--- src/rtl/lane_stripe_pkg.sv ---
// Shared types and helpers for the lane stripe block.
// Assumes nothing beyond elaboration-time constant arguments.
package lane_stripe_pkg;

    typedef enum logic {
        XM_SINGLE = 1'b0,
        XM_STRIPE = 1'b1
    } xfer_mode_e;

    // Index width that stays legal for a single-entry table.
    function automatic int idx_bits(input int entries);
        return (entries < 2) ? 1 : $clog2(entries);
    endfunction

endpackage

--- src/rtl/lane_map_table.sv ---
// Logical-to-physical lane table with the derived lane masks.
// Assumes: write lane values at or above PHYS_LANES are refused, so every
// stored entry names a lane that exists; n_act never exceeds PHYS_LANES.
module lane_map_table #(
    parameter int PHYS_LANES = 4,
    parameter int LANE_ID_W  = 3,
    parameter int IDX_W      = 2,
    parameter int NW         = 3
) (
    input  logic                            clk,
    input  logic                            rst_n,
    input  logic                            wr_en,
    input  logic [IDX_W-1:0]                wr_idx,
    input  logic [LANE_ID_W-1:0]            wr_lane,
    input  logic [NW-1:0]                   n_act,
    output logic                            wr_err,
    output logic [PHYS_LANES*LANE_ID_W-1:0] lane_of,
    output logic [PHYS_LANES-1:0]           prim_mask,
    output logic [PHYS_LANES-1:0]           all_mask
);

    logic [LANE_ID_W-1:0] ent [PHYS_LANES];
    logic                 lane_ok;

    assign lane_ok = int'(wr_lane) < PHYS_LANES;

    // Table storage: identity after reset, legal writes only.
    always_ff @(posedge clk) begin
        for (int e = 0; e < PHYS_LANES; e++) begin
            if (!rst_n)
                ent[e] <= LANE_ID_W'(e);
            else if (wr_en && lane_ok && int'(wr_idx) == e)
                ent[e] <= wr_lane;
        end
    end

    // Refusal pulse for an out-of-range lane number.
    always_ff @(posedge clk) begin
        if (!rst_n) wr_err <= 1'b0;
        else        wr_err <= wr_en && !lane_ok;
    end

    // Flatten the table for the data paths.
    generate
        for (genvar g = 0; g < PHYS_LANES; g++) begin : g_flat
            assign lane_of[g*LANE_ID_W +: LANE_ID_W] = ent[g];
        end
    endgenerate

    // Masks: the lane of logical 0, and the union over the first n_act lanes.
    always_comb begin
        prim_mask = '0;
        all_mask  = '0;
        for (int p = 0; p < PHYS_LANES; p++) begin
            if (int'(ent[0]) == p) prim_mask[p] = 1'b1;
            for (int k = 0; k < PHYS_LANES; k++)
                if (k < int'(n_act) && int'(ent[k]) == p) all_mask[p] = 1'b1;
        end
    end

endmodule

--- src/rtl/lane_stripe_tx.sv ---
// Transmit distributor: packs stream words into one beat of n_act words and
// places logical slot k on the physical lane named by lane_of.
// Assumes 1 <= n_act <= PHYS_LANES whenever arm is high.
module lane_stripe_tx #(
    parameter int WORD_W     = 8,
    parameter int PHYS_LANES = 4,
    parameter int LANE_ID_W  = 3,
    parameter int NW         = 3
) (
    input  logic                            clk,
    input  logic                            rst_n,
    input  logic                            arm,
    input  logic [NW-1:0]                   n_act,
    input  logic [PHYS_LANES*LANE_ID_W-1:0] lane_of,
    input  logic                            s_valid,
    input  logic [WORD_W-1:0]               s_data,
    output logic                            s_ready,
    output logic                            tx_valid,
    input  logic                            tx_ready,
    output logic [PHYS_LANES*WORD_W-1:0]    tx_data,
    output logic                            beat_done
);

    logic [WORD_W-1:0] slot [PHYS_LANES];
    logic [NW-1:0]     fill;

    assign s_ready   = arm && (fill < n_act);
    assign tx_valid  = (n_act != '0) && (fill == n_act);
    assign beat_done = tx_valid && tx_ready;

    // Fill level: counts taken words, clears when the beat leaves.
    always_ff @(posedge clk) begin
        if (!rst_n)                  fill <= '0;
        else if (beat_done)          fill <= '0;
        else if (s_valid && s_ready) fill <= fill + NW'(1);
    end

    // Slot storage: the next free logical slot takes the stream word.
    always_ff @(posedge clk) begin
        if (s_valid && s_ready)
            for (int k = 0; k < PHYS_LANES; k++)
                if (int'(fill) == k) slot[k] <= s_data;
    end

    // Route logical slots onto their physical lanes; idle lanes read zero.
    always_comb begin
        tx_data = '0;
        for (int p = 0; p < PHYS_LANES; p++)
            for (int k = 0; k < PHYS_LANES; k++)
                if (k < int'(n_act) && int'(lane_of[k*LANE_ID_W +: LANE_ID_W]) == p)
                    tx_data[p*WORD_W +: WORD_W] = slot[k];
    end

endmodule

--- src/rtl/lane_stripe_rx.sv ---
// Receive collector: captures one parallel beat, reorders it by logical
// lane and replays it word by word on the output stream.
// Assumes 1 <= n_act <= PHYS_LANES whenever arm is high.
module lane_stripe_rx #(
    parameter int WORD_W     = 8,
    parameter int PHYS_LANES = 4,
    parameter int LANE_ID_W  = 3,
    parameter int NW         = 3
) (
    input  logic                            clk,
    input  logic                            rst_n,
    input  logic                            arm,
    input  logic [NW-1:0]                   n_act,
    input  logic [PHYS_LANES*LANE_ID_W-1:0] lane_of,
    input  logic                            rx_valid,
    input  logic [PHYS_LANES*WORD_W-1:0]    rx_data,
    output logic                            rx_ready,
    output logic                            m_valid,
    input  logic                            m_ready,
    output logic [WORD_W-1:0]               m_data,
    output logic                            beat_done,
    output logic                            holding
);

    logic [WORD_W-1:0] slot [PHYS_LANES];
    logic [NW-1:0]     have;
    logic [NW-1:0]     rd;

    assign rx_ready  = arm && (have == '0);
    assign beat_done = rx_valid && rx_ready;
    assign m_valid   = rd < have;
    assign holding   = have != '0;

    // Drain control: load the count on capture, step on each output handshake.
    always_ff @(posedge clk) begin
        if (!rst_n) begin
            have <= '0;
            rd   <= '0;
        end else if (beat_done) begin
            have <= n_act;
            rd   <= '0;
        end else if (m_valid && m_ready) begin
            if (rd + NW'(1) == have) begin
                have <= '0;
                rd   <= '0;
            end else begin
                rd <= rd + NW'(1);
            end
        end
    end

    // Capture: logical slot k takes the word of its mapped physical lane.
    always_ff @(posedge clk) begin
        if (beat_done)
            for (int k = 0; k < PHYS_LANES; k++)
                for (int p = 0; p < PHYS_LANES; p++)
                    if (int'(lane_of[k*LANE_ID_W +: LANE_ID_W]) == p)
                        slot[k] <= rx_data[p*WORD_W +: WORD_W];
    end

    // Output word selection by read pointer.
    always_comb begin
        m_data = '0;
        for (int k = 0; k < PHYS_LANES; k++)
            if (int'(rd) == k) m_data = slot[k];
    end

endmodule

--- src/rtl/lane_stripe_xlate.sv ---
// Top: transfer control, lane table, transmit distributor and receive
// collector. A transfer moves the same number of beats in both directions.
// Assumes the map is not rewritten while a transfer is active.
module lane_stripe_xlate
    import lane_stripe_pkg::*;
#(
    parameter int WORD_W     = 8,
    parameter int PHYS_LANES = 4,
    parameter int LANE_ID_W  = 3,
    parameter int CNT_W      = 8,
    localparam int IDX_W     = idx_bits(PHYS_LANES),
    localparam int NW        = $clog2(PHYS_LANES + 1),
    localparam int BUS_W     = PHYS_LANES * WORD_W
) (
    input  logic                  clk,
    input  logic                  rst_n,
    input  logic                  map_we,
    input  logic [IDX_W-1:0]      map_idx,
    input  logic [LANE_ID_W-1:0]  map_lane,
    output logic                  map_err,
    input  logic                  xfer_start,
    input  logic                  xfer_stripe,
    input  logic [NW-1:0]         xfer_lanes,
    input  logic [CNT_W-1:0]      xfer_words,
    output logic                  xfer_err,
    output logic                  xfer_busy,
    output logic [PHYS_LANES-1:0] lane_mask,
    input  logic                  s_valid,
    output logic                  s_ready,
    input  logic [WORD_W-1:0]     s_data,
    output logic                  tx_valid,
    input  logic                  tx_ready,
    output logic [BUS_W-1:0]      tx_data,
    input  logic                  rx_valid,
    output logic                  rx_ready,
    input  logic [BUS_W-1:0]      rx_data,
    output logic                  m_valid,
    input  logic                  m_ready,
    output logic [WORD_W-1:0]     m_data
);

    xfer_mode_e                      mode_q;
    logic [NW-1:0]                   n_q;
    logic [CNT_W-1:0]                tx_left, rx_left;
    logic [PHYS_LANES*LANE_ID_W-1:0] lane_of;
    logic [PHYS_LANES-1:0]           prim_mask, all_mask;
    logic                            tx_beat, rx_beat, rx_hold;
    logic [NW-1:0]                   divisor;
    logic                            refuse;
    logic [CNT_W-1:0]                beats;

    assign divisor = (xfer_lanes == '0) ? NW'(1) : xfer_lanes;

    // Start screening and beat count of the requested transfer.
    always_comb begin
        refuse = (xfer_words == '0);
        if (xfer_stripe)
            refuse = refuse || (xfer_lanes == '0) || (int'(xfer_lanes) > PHYS_LANES)
                     || ((xfer_words % CNT_W'(divisor)) != '0);
        beats = xfer_stripe ? xfer_words / CNT_W'(divisor) : xfer_words;
    end

    assign xfer_busy = (tx_left != '0) || (rx_left != '0) || rx_hold;
    assign lane_mask = (xfer_busy && mode_q == XM_STRIPE) ? all_mask : prim_mask;

    // Transfer control: latch mode and lane count, count beats down.
    always_ff @(posedge clk) begin
        if (!rst_n) begin
            mode_q   <= XM_SINGLE;
            n_q      <= NW'(1);
            tx_left  <= '0;
            rx_left  <= '0;
            xfer_err <= 1'b0;
        end else begin
            xfer_err <= 1'b0;
            if (xfer_start && !xfer_busy) begin
                if (refuse) begin
                    xfer_err <= 1'b1;
                end else begin
                    mode_q  <= xfer_stripe ? XM_STRIPE : XM_SINGLE;
                    n_q     <= xfer_stripe ? xfer_lanes : NW'(1);
                    tx_left <= beats;
                    rx_left <= beats;
                end
            end else begin
                if (tx_beat) tx_left <= tx_left - CNT_W'(1);
                if (rx_beat) rx_left <= rx_left - CNT_W'(1);
            end
        end
    end

    lane_map_table #(
        .PHYS_LANES(PHYS_LANES), .LANE_ID_W(LANE_ID_W), .IDX_W(IDX_W), .NW(NW)
    ) u_map (
        .clk(clk), .rst_n(rst_n), .wr_en(map_we), .wr_idx(map_idx),
        .wr_lane(map_lane), .n_act(n_q), .wr_err(map_err), .lane_of(lane_of),
        .prim_mask(prim_mask), .all_mask(all_mask)
    );

    lane_stripe_tx #(
        .WORD_W(WORD_W), .PHYS_LANES(PHYS_LANES), .LANE_ID_W(LANE_ID_W), .NW(NW)
    ) u_tx (
        .clk(clk), .rst_n(rst_n), .arm(tx_left != '0), .n_act(n_q),
        .lane_of(lane_of), .s_valid(s_valid), .s_data(s_data), .s_ready(s_ready),
        .tx_valid(tx_valid), .tx_ready(tx_ready), .tx_data(tx_data),
        .beat_done(tx_beat)
    );

    lane_stripe_rx #(
        .WORD_W(WORD_W), .PHYS_LANES(PHYS_LANES), .LANE_ID_W(LANE_ID_W), .NW(NW)
    ) u_rx (
        .clk(clk), .rst_n(rst_n), .arm(rx_left != '0), .n_act(n_q),
        .lane_of(lane_of), .rx_valid(rx_valid), .rx_data(rx_data),
        .rx_ready(rx_ready), .m_valid(m_valid), .m_ready(m_ready),
        .m_data(m_data), .beat_done(rx_beat), .holding(rx_hold)
    );

endmodule

--- config.mk ---
export PLATFORM = sky130hd
export DESIGN_NAME = lane_stripe_xlate
export DESIGN_NICKNAME = d
export VERILOG_FILES = /design/src/rtl/lane_stripe_pkg.sv /design/src/rtl/lane_map_table.sv /design/src/rtl/lane_stripe_tx.sv /design/src/rtl/lane_stripe_rx.sv /design/src/rtl/lane_stripe_xlate.sv
export SDC_FILE = /design/constraint.sdc
export NUM_CORES = 1
export LEC_CHECK = 0
export ABC_AREA = 0
export ABC_CLOCK_PERIOD_IN_PS = 11000
export CORE_ASPECT_RATIO = 1.25
export CORE_MARGIN = 2
export CORE_UTILIZATION = 42
export DETAILED_ROUTE_END_ITERATION = 10
export GPL_TIMING_DRIVEN = 0
export PLACE_DENSITY = 0.67
export SYNTH_ARGS = -nofsm -noshare
export SYNTH_HDL_FRONTEND = slang
export SYNTH_SLANG_ARGS = --single-unit
export TNS_END_PERCENT = 1
--- constraint.sdc ---
create_clock -name clk -period 11 [get_ports clk]
set_input_delay 1.65 -clock clk [delete_from_list [all_inputs] [get_ports clk]]
set_output_delay 1.65 -clock clk [all_outputs]
set_load 0.005 [all_outputs]
# After elaboration in Yosys (flattened, before gate mapping)

Memory sizes are Yosys's and may differ from the RTL's.
Cells that the tools add are included.

Output and inout bits: 51
Input bits: 65
Bits in registers: 31
Bits in read-only memories: 0
RAM bits: 76
Bits in latches: 0
Memories kept: 3

Memory list:

| name      | depth | width | read ports | clocked after memory_dff | write ports | RTL line             | text |
|---|---|---|---|---|---|---|---|
| u_rx.slot | 4     | 8     | 4          | 0                        | 4           | lane_stripe_rx.sv:25 | `logic [WORD_W-1:0] slot [PHYS_LANES];` |
| u_tx.slot | 4     | 8     | 4          | 0                        | 1           | lane_stripe_tx.sv:24 | `logic [WORD_W-1:0] slot [PHYS_LANES];` |
| u_map.ent | 4     | 3     | 4          | 0                        | 4           | lane_map_table.sv:22 | `logic [LANE_ID_W-1:0] ent [PHYS_LANES];` |

Divide/modulo/power cells: 2
Mux-type cells: 150
Add/sub/neg operators: 4
Shift-type cells: 0
$lt $le $gt $ge: 8
Reductions and logical operators: 67
$mul: 0
Bitwise logic cells: 18
Equal/unequal tests: 24

Operators by type and width:

| cell                  | number |
|---|---|
| $mux W8               | 41 |
| $mux W1               | 95 |
| $eq A3 B3 Y1 const B  | 12 |
| $logic_and A1 B1 Y1   | 31 |
| $mux W3               | 10 |
| $logic_not A3 Y1      | 8 |
| $reduce_bool A8 Y1    | 3 |
| $reduce_or A8 Y1      | 3 |
| $eq A3 B2 Y1 const B  | 6 |
| $or A1 B1 Y1          | 16 |
| $sub A8 B1 Y8 const B | 2 |
| $reduce_and A2 Y1     | 5 |
| $div A8 B3 Y8         | 1 |
| $logic_not A8 Y1      | 1 |
| $mod A8 B3 Y8         | 1 |
| $reduce_bool A2 Y1    | 4 |
| $add A3 B1 Y3 const B | 2 |
| $eq A3 B3 Y1          | 2 |
| $lt A1 B3 Y1 const A  | 2 |
| $lt A2 B3 Y1 const A  | 2 |
| $lt A3 B3 Y1          | 2 |
| $mux W2               | 3 |
| $reduce_bool A3 Y1    | 2 |
| $logic_or A1 B1 Y1    | 5 |
| other kinds (10)      | 14 |

# Depth between registers and ports, before layout

Gate-level depths: netlist (run 1).

Depth in word-level cells: 9
Gate-level depth with buffers: 47
Depth with buffers taken out: 44

# Cells and area by module

From an unflattened synthesis (run 1), not the netlist that was laid out.

Cells, all modules: 1092
Area, all modules: 9226.3 µm²

Modules (own cells, without submodules):

| module            | area each (µm²) | cells an instance | instances |
|---|---|---|---|
| lane_stripe_xlate | 3042.9          | 421               | 1 |
| lane_stripe_rx    | 2748.9          | 293               | 1 |
| lane_stripe_tx    | 2742.6          | 315               | 1 |
| lane_map_table    | 691.9           | 63                | 1 |

# Least setup slack after synthesis (run 1)

OpenSTA, ideal clock, no wires.

Path type: input to register
Start: in xfer_lanes[2]
End: reg rx_left[1]
Path slack: 83 ps
Buffers on the path: 3
Stages on the path: 46
Required time: 10921 ps
Arrival: 10838 ps
Path through: buf_4 > o21bai_1 > inv_1 > ha_1 > nor4b_1 > nor2b_1 > a22o_1 > ha_1 > a21oi_1 > nor2b_1 > nor2_1 > ha_1 > o211ai_1 > and2_1 > buf_2 > o21ai_1 > mux2i_1 > inv_1 > (+10 left out) > mux2i_1 > inv_1 > ha_1 > o21a_1 > nor2_1 > nand3_1 > a21oi_2 > nor3b_4 > mux2_2 > ha_1 > a21oi_1 > o21ai_0 > a2111oi_2 > a311o_2 > nand4_2 > and2_4 > buf_6 > a211oi_2

Cells in the longest elaborated chain, start to end: 8
Elaborated cells between the ends (all ways): 15
Those cells by class: div (2); order compare (1); eq/ne (1); mux (5); reduce/logical (6)

Ends and longest elaborated chain:

| item                        | RTL line                                         | text |
|---|---|---|
| start: declaration          | lane_stripe_xlate.sv:23                          | `input logic [NW-1:0] xfer_lanes,` |
| $logic_not A3 Y1            | lane_stripe_xlate.sv:52, lane_stripe_xlate.sv:58 |  |
| $mux W3                     | lane_stripe_xlate.sv:52                          | `assign divisor = (xfer_lanes == '0) ? NW'(1) : xfer_lanes;` |
| $mod A8 B3 Y8               | lane_stripe_xlate.sv:59                          | `\|\| ((xfer_words % CNT_W'(divisor)) != '0);` |
| $reduce_bool A8 Y1          | lane_stripe_xlate.sv:59                          |  |
| $logic_or A1 B1 Y1          | lane_stripe_xlate.sv:59                          |  |
| $mux W1                     | lane_stripe_xlate.sv:57                          | `if (xfer_stripe)` |
| $ne A2 B2 Y1 (no line)      | --                                               |  |
| $reduce_and A2 Y1 (no line) | --                                               |  |
| end signal: assignment      | lane_stripe_xlate.sv:83                          | `rx_left <= beats;` |
| end signal: assignment      | lane_stripe_xlate.sv:87                          | `if (rx_beat) rx_left <= rx_left - CNT_W'(1);` |
| end: declaration            | lane_stripe_xlate.sv:44                          | `logic [CNT_W-1:0] tx_left, rx_left;` |

Parallel ways exist; a longest one is shown, timed or not. The select of a mux whose other input is x is not followed.
A chain may end at the register's enable or synchronous reset.

# Worst setup path in the final report (run 1)

Start: in xfer_lanes[1]
End: reg n_q[2]

Cells in the longest elaborated chain, start to end: 8
Elaborated cells between the ends (all ways): 11
Those cells by class: div (1); order compare (1); mux (2); bitwise (1); reduce/logical (6)

Ends and longest elaborated chain:

| item                          | RTL line                                         | text |
|---|---|---|
| $logic_not A3 Y1              | lane_stripe_xlate.sv:52, lane_stripe_xlate.sv:58 |  |
| $mux W3                       | lane_stripe_xlate.sv:52                          |  |
| $mod A8 B3 Y8                 | lane_stripe_xlate.sv:59                          |  |
| $reduce_bool A8 Y1            | lane_stripe_xlate.sv:59                          |  |
| $logic_or A1 B1 Y1 *          | lane_stripe_xlate.sv:59                          |  |
| $mux W1 *                     | lane_stripe_xlate.sv:57                          |  |
| $not A1 Y1 (no line) *        | --                                               |  |
| $reduce_and A2 Y1 (no line) * | --                                               |  |
| end signal: assignment        | lane_stripe_xlate.sv:81                          | `n_q <= xfer_stripe ? xfer_lanes : NW'(1);` |
| end: declaration              | lane_stripe_xlate.sv:43                          | `logic [NW-1:0] n_q;` |

Mark *: on every way between the ends. The rest lies on a longest branch, timed or not.

==> results.py, run 1 <==
metrics = {
    "outcome": {
        "status": "finished clean",
    },
    "worst_setup_path": {
        "worstPathArrival_ns": 10.86,
        "path_buf_inv": 6,
        "required_ns": 11.28,
        "max_stage_delay_ns": 0.40,
        "endpoint_kind": "register",
        "slowest_stage": "or3_1",
        "crit_top_cell": "ha_4",
        "worstPathMaxFanout": 10,
        "crit_type": "in -> reg",
        "critPathLaunchType": "primary input",
        "path_delay_family": "compound AO/OA/AOI/OAI gates",
    },
    "route": {
        "post-route-drc-count": 0,
        "highest_layer": "met4",
        "vias": 7973,
        "first_pass_iters": 7,
        "routed-wl-met3_mm": 1.322,
        "ant_nets": 0,
        "wire_per_inst_um": 19.23,
        "met1_length_mm": 10.41,
        "drt_iter0_drc": 845,
        "avgViaCountPerCell": 5.981,
        "routed_wl_mm": 25.63,
        "dr_wl_met2_mm": 12.93,
    },
    "yosys": {
        "synthesis.area_sq_mm": 0.008110,
        "ys_types": 80,
        "yosysSeqAreaShare_pct": 35.79,
        "synth_warnings": 0,
        "synth_cells": 949,
        "netlist.area_leader.share_pct": 28.14,
        "syn_avg_cell_area_sq_um": 8.546,
        "synth_top_cell_by_area": "edfxtp_1",
        "synth-edff-count": 76,
        "ys_ff_latch": 107,
        "synth_area_leaders": "edfxtp_1 28%, dfxtp_1 7.7%, ha_1 5.7%, a21oi_1 5.6%, mux2i_1 5.6%",
        "synthFlopType": "edfxtp_1",
        "synth-async-reset-ratio_pct": 0,
    },
    "global_routing": {
        "grt_pass1_wl_mm": 39.96,
        "grt_pass1_vias": 7808,
        "grt_max_degree": 20,
        "antenna_found_initial": 0,
        "track_usage_pct": 24.47,
        "overflow": 0,
    },
    "place": {
        "gp_congestion": 0.9205,
        "placed_cells": 1298,
        "io_buffers": 114,
        "hpwlAfterDp_mm": 18.77,
        "placed_area_sq_mm": 0.009565,
    },
    "pwr": {
        "power_mw": 2.079,
        "p_int_mw": 1.261,
        "irDropWorstVdd_v": 0.0001305,
        "p_per_area_mw_per_mm2": 201.0,
        "netSwitchingFraction_pct": 39.35,
        "p_clk_share_pct": 18.5,
        "pwr-share-comb_pct": 54.0,
        "power_switching_uw": 818.0,
        "power_frac_seq_pct": 27.5,
        "static-leakage-power_nw": 3.839,
    },
    "floorplan": {
        "fp.dieArea_sq_mm": 0.02044,
        "start_util_pct": 43.03,
        "die_w_um": 128.3,
        "rows": 56,
        "core-area_sq_mm": 0.01885,
        "pin_count": 116,
        "chipHeight_um": 159.4,
    },
    "timing": {
        "period_share_pct": 96.14,
        "slew_viol_final": 0,
        "fin_crit_ns": 10.58,
        "finClkSkew_ns": 0.01232,
        "relSlewSlack_pct": 18.15,
        "holdWs_ns": 0.4989,
        "hold_viol": 0,
        "clock.fmax_mhz": 94.56,
        "tns_ns": 0,
        "worst_slew_pin_slew_ns": 1.218,
        "setup_viol": 0,
    },
    "clocking": {
        "clk_latency_ns": 0.36,
        "path_clk_slew_ns": 0.07,
        "numClockSinks": 107,
        "htreeDepth": 3,
        "root_buffer": "clkbuf_16",
        "cts_buffer_depth": 2,
        "cts_buffers": 9,
        "cts_tree": "done",
    },
    "layout": {
        "antenna_cells": 0,
        "final_cells": 1333,
        "n_fill_cell": 1724,
        "synthToLayoutAreaGrowth_pct": 27.48,
        "final_area_sq_mm": 0.01034,
        "final_layout_size_suffix_gt1_share_pct": 9.718,
        "num-nets-final": 1199,
    },
    "job": {
        "cap_violations": 0,
    },
    "min_path": {
        "hold_path.class": "reg -> reg",
    },
}
final cells by class:
class / instances / area (sq um) / area share (%)
Tap cell: 232 / 290.3 / 2.808
Timing Repair Buffer: 133 / 1276 / 12.34
Clock buffer: 9 / 225.2 / 2.178
Clock inverter: 7 / 130.1 / 1.259
Inverter: 35 / 137.6 / 1.331
Buffer: 44 / 185.2 / 1.791
Sequential cell: 107 / 2903 / 28.08
Multi-Input combinational cell: 766 / 5191 / 50.21
sequential cells by signal, summed over array words and instances, names as in the netlist:
| name | cells |
|---|---|
| n_q | 3 |
| u_map.ent | 12 |
| u_rx.have | 3 |
| u_map.wr_err | 1 |
| u_tx.fill | 3 |
| tx_left | 8 |
| rx_left | 8 |
| u_rx.rd | 3 |
| u_tx.slot | 32 |
| mode_q | 1 |
| u_rx.slot | 32 |
| xfer_err | 1 |
power groups by stage:
stage / clock network [mW] / logic [mW] / registers, mW
2_1_floorplan: 0 / 0.691 / 0.562
3_3_place_gp: 0 / 0.979 / 0.576
3_5_place_dp: 0 / 0.990 / 0.578
4_1_cts: 0.391 / 1.06 / 0.569
5_1_grt: 0.405 / 1.23 / 0.577
6_report: 0.385 / 1.12 / 0.571
cells in the mapped netlist (6+ instances only):
cell type / n
edfxtp_1: 76
nor2_1: 85
and3_1: 7
nor2b_1: 36
clkbuf_1: 36
o21ai_0: 57
a211oi_1: 30
nand3_1: 23
nor4_1: 9
nand2_1: 105
a22o_1: 9
a221oi_1: 9
a22oi_1: 19
inv_1: 34
xnor2_1: 8
or3_1: 16
o22ai_1: 7
ha_1: 37
mux2i_1: 45
o31ai_1: 14
and2_1: 7
a21oi_1: 90
o21a_1: 9
xor2_1: 6
a222oi_1: 8
nor3_1: 26
o211ai_1: 6
nand2b_1: 15
dfxtp_1: 31
timing repair:
| action | CTS | global route |
|---|---|---|
| hold buffers | 0 | 0 |
| gates cloned | 0 | 0 |
| resized for setup | 35 | 29 |
| buffers inserted | 12 | 6 |
| endpoints found under the setup margin | 21 | 21 |
| pin swaps | 8 | 13 |
layout by cell type, fill, tap and decap left out, types with 5 or more instances in the layout:
master           count
nor2b_1             35
buf_4               19
o211ai_1             6
nand3_1             22
o22ai_1              6
clkbuf_1            36
xor2_1               6
xnor2_1              7
nor3b_1              5
a221oi_1             9
or3_1               16
nor2_1              82
nor3_1              26
a22oi_1             19
nand3b_1             5
nand2b_1            15
a22o_1               9
nand2_1            104
and3_1               7
o31ai_1             14
o21a_1               9
ha_1                29
ha_4                 7
nor4_1               8
mux2i_1             42
a21o_1               5
inv_1               32
dfxtp_1             31
o21ai_1              5
a222oi_1             8
o21ai_0             53
and2_1               7
edfxtp_1            76
clkdlybuf4s50_1    110
o21ai_2              5
a211oi_1            29
clkbuf_16            9
a21oi_1             84
a21oi_2              6
routing by layer:
layer  vias to the layer above  track usage, %
met2                       306           42.77
met3                        64           3.091
met4                         0           11.49
met1                      3755           29.53
met5                         -               0
li1                       3848               -
logic make-up after synthesis:
| family | count (synthesis) | synth area share (%) |
|---|---|---|
| buffers and inverters | 79 | 3.903 |
| multiplexers | 50 | 6.294 |
| flip-flops | 107 | 35.79 |
| AO/OA/AOI/OAI | 299 | 24.48 |
| XOR/XNOR | 14 | 1.512 |
| adder cells (fa/ha/maj) | 38 | 5.955 |
| AND/OR/NAND/NOR | 361 | 22.02 |
| other | 1 | 0.04624 |
path summary, 6_finish.rpt:
path,start,endpoint,slack (ns),cells past startpoint
worst max-delay path,xfer_lanes[1],n_q[2],0.42,45
worst min-delay path,rx_left[5],rx_left[5],0.50,2
worst max register to register,rx_left[3],u_rx.slot[1][6],7.08,11
worst min register to register,rx_left[5],rx_left[5],0.50,2
through the flow:
step                      utilization [%]  setup slack (ns)
final                               54.85            0.4242
after global routing                54.85          -0.05691
after CTS                           53.90          0.001835
after detailed placement            50.75            -1.822
after global placement              50.68            -1.768
after floorplan                         -           0.08253
worst register-to-register path: stages, from the launching register on:
cell and delay, ns:
dfxtp_1 0.36, or3_1 0.44, or2_2 0.32, or3_1 0.36, and2_1 0.16, nand2_1 0.12
clkbuf_1 0.38, nor2_1 0.36, nand3b_1 0.19, clkbuf_1 0.58, mux2i_1 0.30, a21oi_1 0.09
Power figures use the tool's default switching activity.
==> inputs of run 2 (changes only) <==
- RECOVER_POWER: unset -> 50
- TNS_END_PERCENT: 1 -> 100
==> results.py, run 2 (synthesis results as in run 1) <==
metrics = {
    "floorplan": {
        "rows": 56,
        "chipHeight_um": 159.4,
        "core-area_sq_mm": 0.01885,
        "pin_count": 116,
        "start_util_pct": 43.03,
        "die_w_um": 128.3,
        "fp.dieArea_sq_mm": 0.02044,
    },
    "timing": {
        "clock.fmax_mhz": 94.55,
        "fin_crit_ns": 10.58,
        "setup_viol": 0,
        "worst_slew_pin_slew_ns": 1.207,
        "period_share_pct": 96.15,
        "hold_viol": 0,
        "finalWorstSetupSlack_ns": 0.4237,
        "relSlewSlack_pct": 18.92,
        "finClkSkew_ns": 0.01347,
        "tns_ns": 0,
        "slew_viol_final": 0,
    },
    "route": {
        "avgViaCountPerCell": 5.978,
        "ant_nets": 0,
        "first_pass_iters": 9,
        "vias": 7969,
        "drt_iter0_drc": 833,
        "wire_per_inst_um": 19.23,
        "post-route-drc-count": 0,
        "routed_wl_mm": 25.64,
    },
    "place": {
        "placed_area_sq_mm": 0.009565,
        "hpwlAfterDp_mm": 18.77,
        "placed_cells": 1298,
        "pre_cts_slack_ns": -1.822,
        "io_buffers": 114,
        "gp_congestion": 0.9205,
    },
    "clocking": {
        "clk_latency_ns": 0.36,
        "numClockSinks": 107,
        "cts_buffers": 9,
        "ctsHoldBuffers": 0,
        "path_clk_slew_ns": 0.07,
        "cts_tree": "done",
        "cts_buffer_depth": 2,
        "root_buffer": "clkbuf_16",
        "htreeDepth": 3,
    },
    "job": {
        "cap_violations": 0,
    },
    "global_routing": {
        "overflow": 0,
        "grt_pass1_wl_mm": 39.96,
        "antenna_found_initial": 0,
        "grt_max_degree": 20,
        "track_usage_pct": 24.47,
        "grt_pass1_vias": 7808,
    },
    "pwr": {
        "irDropWorstVdd_v": 0.0001304,
        "p_per_area_mw_per_mm2": 201.0,
        "static-leakage-power_nw": 3.845,
    },
    "layout": {
        "final_area_sq_mm": 0.01034,
        "layout_commonest_cell": "nand2_1",
        "final_cells": 1333,
        "reg_top3": "u_rx.slot x32, u_tx.slot x32, u_map.ent x12",
        "synthToLayoutAreaGrowth_pct": 27.48,
        "final_layout_size_suffix_gt1_share_pct": 9.718,
        "layout_common_cells": "104 x nand2_1, 97 x clkdlybuf4s50_1, 84 x a21oi_1",
        "num-nets-final": 1199,
        "antenna_cells": 0,
    },
    "worst_setup_path": {
        "endpoint_kind": "register",
        "path_delay_family": "compound AO/OA/AOI/OAI gates",
        "required_ns": 11.28,
        "crit_type": "in -> reg",
        "path_buf_inv": 6,
        "path_depth": 45,
        "worstPathArrival_ns": 10.86,
        "worstPathMaxFanout": 10,
        "crit_top_cell": "ha_4",
        "critPathLaunchType": "primary input",
        "reg2reg_depth": 11,
        "slowest_stage": "or3_1",
        "max_stage_delay_ns": 0.40,
    },
    "outcome": {
        "status": "finished clean",
    },
    "min_path": {
        "hold_path.class": "reg -> reg",
        "whs_path_depth": 2,
    },
}
==> run 2: final timing paths <==
kind / start / end / slack [ns]
max: xfer_lanes[1] / n_q[2] / 0.42
min: rx_left[5] / rx_left[5] / 0.50
max reg2reg: rx_left[3] / u_rx.slot[1][6] / 7.09
min reg2reg: rx_left[5] / rx_left[5] / 0.50
==> run 2: stage by stage <==
stage | total power [mW] | utilization [%] | hold slack (ns)
2_1_floorplan | 1.253 | - | 0.4469
3_3_place_gp | 1.555 | 50.68 | 0.4623
3_5_place_dp | 1.567 | 50.75 | 0.4825
4_1_cts | 2.021 | 53.90 | 0.4947
5_1_grt | 2.207 | 54.85 | 0.5158
6_report | 2.079 | 54.85 | 0.4974
==> run 2: area by class of cell <==
class | count | area, sq um
Clock buffer | 9 | 225.2
Inverter | 35 | 137.6
Multi-Input combinational cell | 766 | 5191
Clock inverter | 7 | 130.1
Timing Repair Buffer | 133 | 1276
Sequential cell | 107 | 2903
Fill cell | 1724 | 8509
Tap cell | 232 | 290.3
Buffer | 44 | 185.2
==> run 2: timing repair <==
| action | CTS | global route |
|---|---|---|
| pin swaps | 8 | 13 |
| endpoints found under the setup margin | 21 | 21 |
| buffers inserted | 12 | 6 |
| resized for setup | 35 | 29 |
==> run 2: tightest hold or removal path: cells and delay by family (launching register included) <==
kind | cells | cell delay, ns
AOI/OAI and AO/OA | 2 | 0.13
DFF | 1 | 0.32
==> run 2: report_power, final <==
part / internal (mW) / switching [mW] / total (mW) / leakage [nW]
Sequential: 0.521 / 0.0499 / 0.571 / 0.954
Clock: 0.227 / 0.157 / 0.385 / 0.174
Combinational: 0.511 / 0.612 / 1.12 / 2.72
Total: 1.26 / 0.819 / 2.08 / 3.85
==> run 2: layer usage <==
metal / vias up / part of all wire [%] / track usage, %
li1: 3853 / - / -
met1: 3751 / 40 / 29.53
met2: 305 / 50 / 42.77
met3: 60 / 5.7 / 3.091
met4: 0 / 3.8 / 11.49
met5: - / 0 / 0
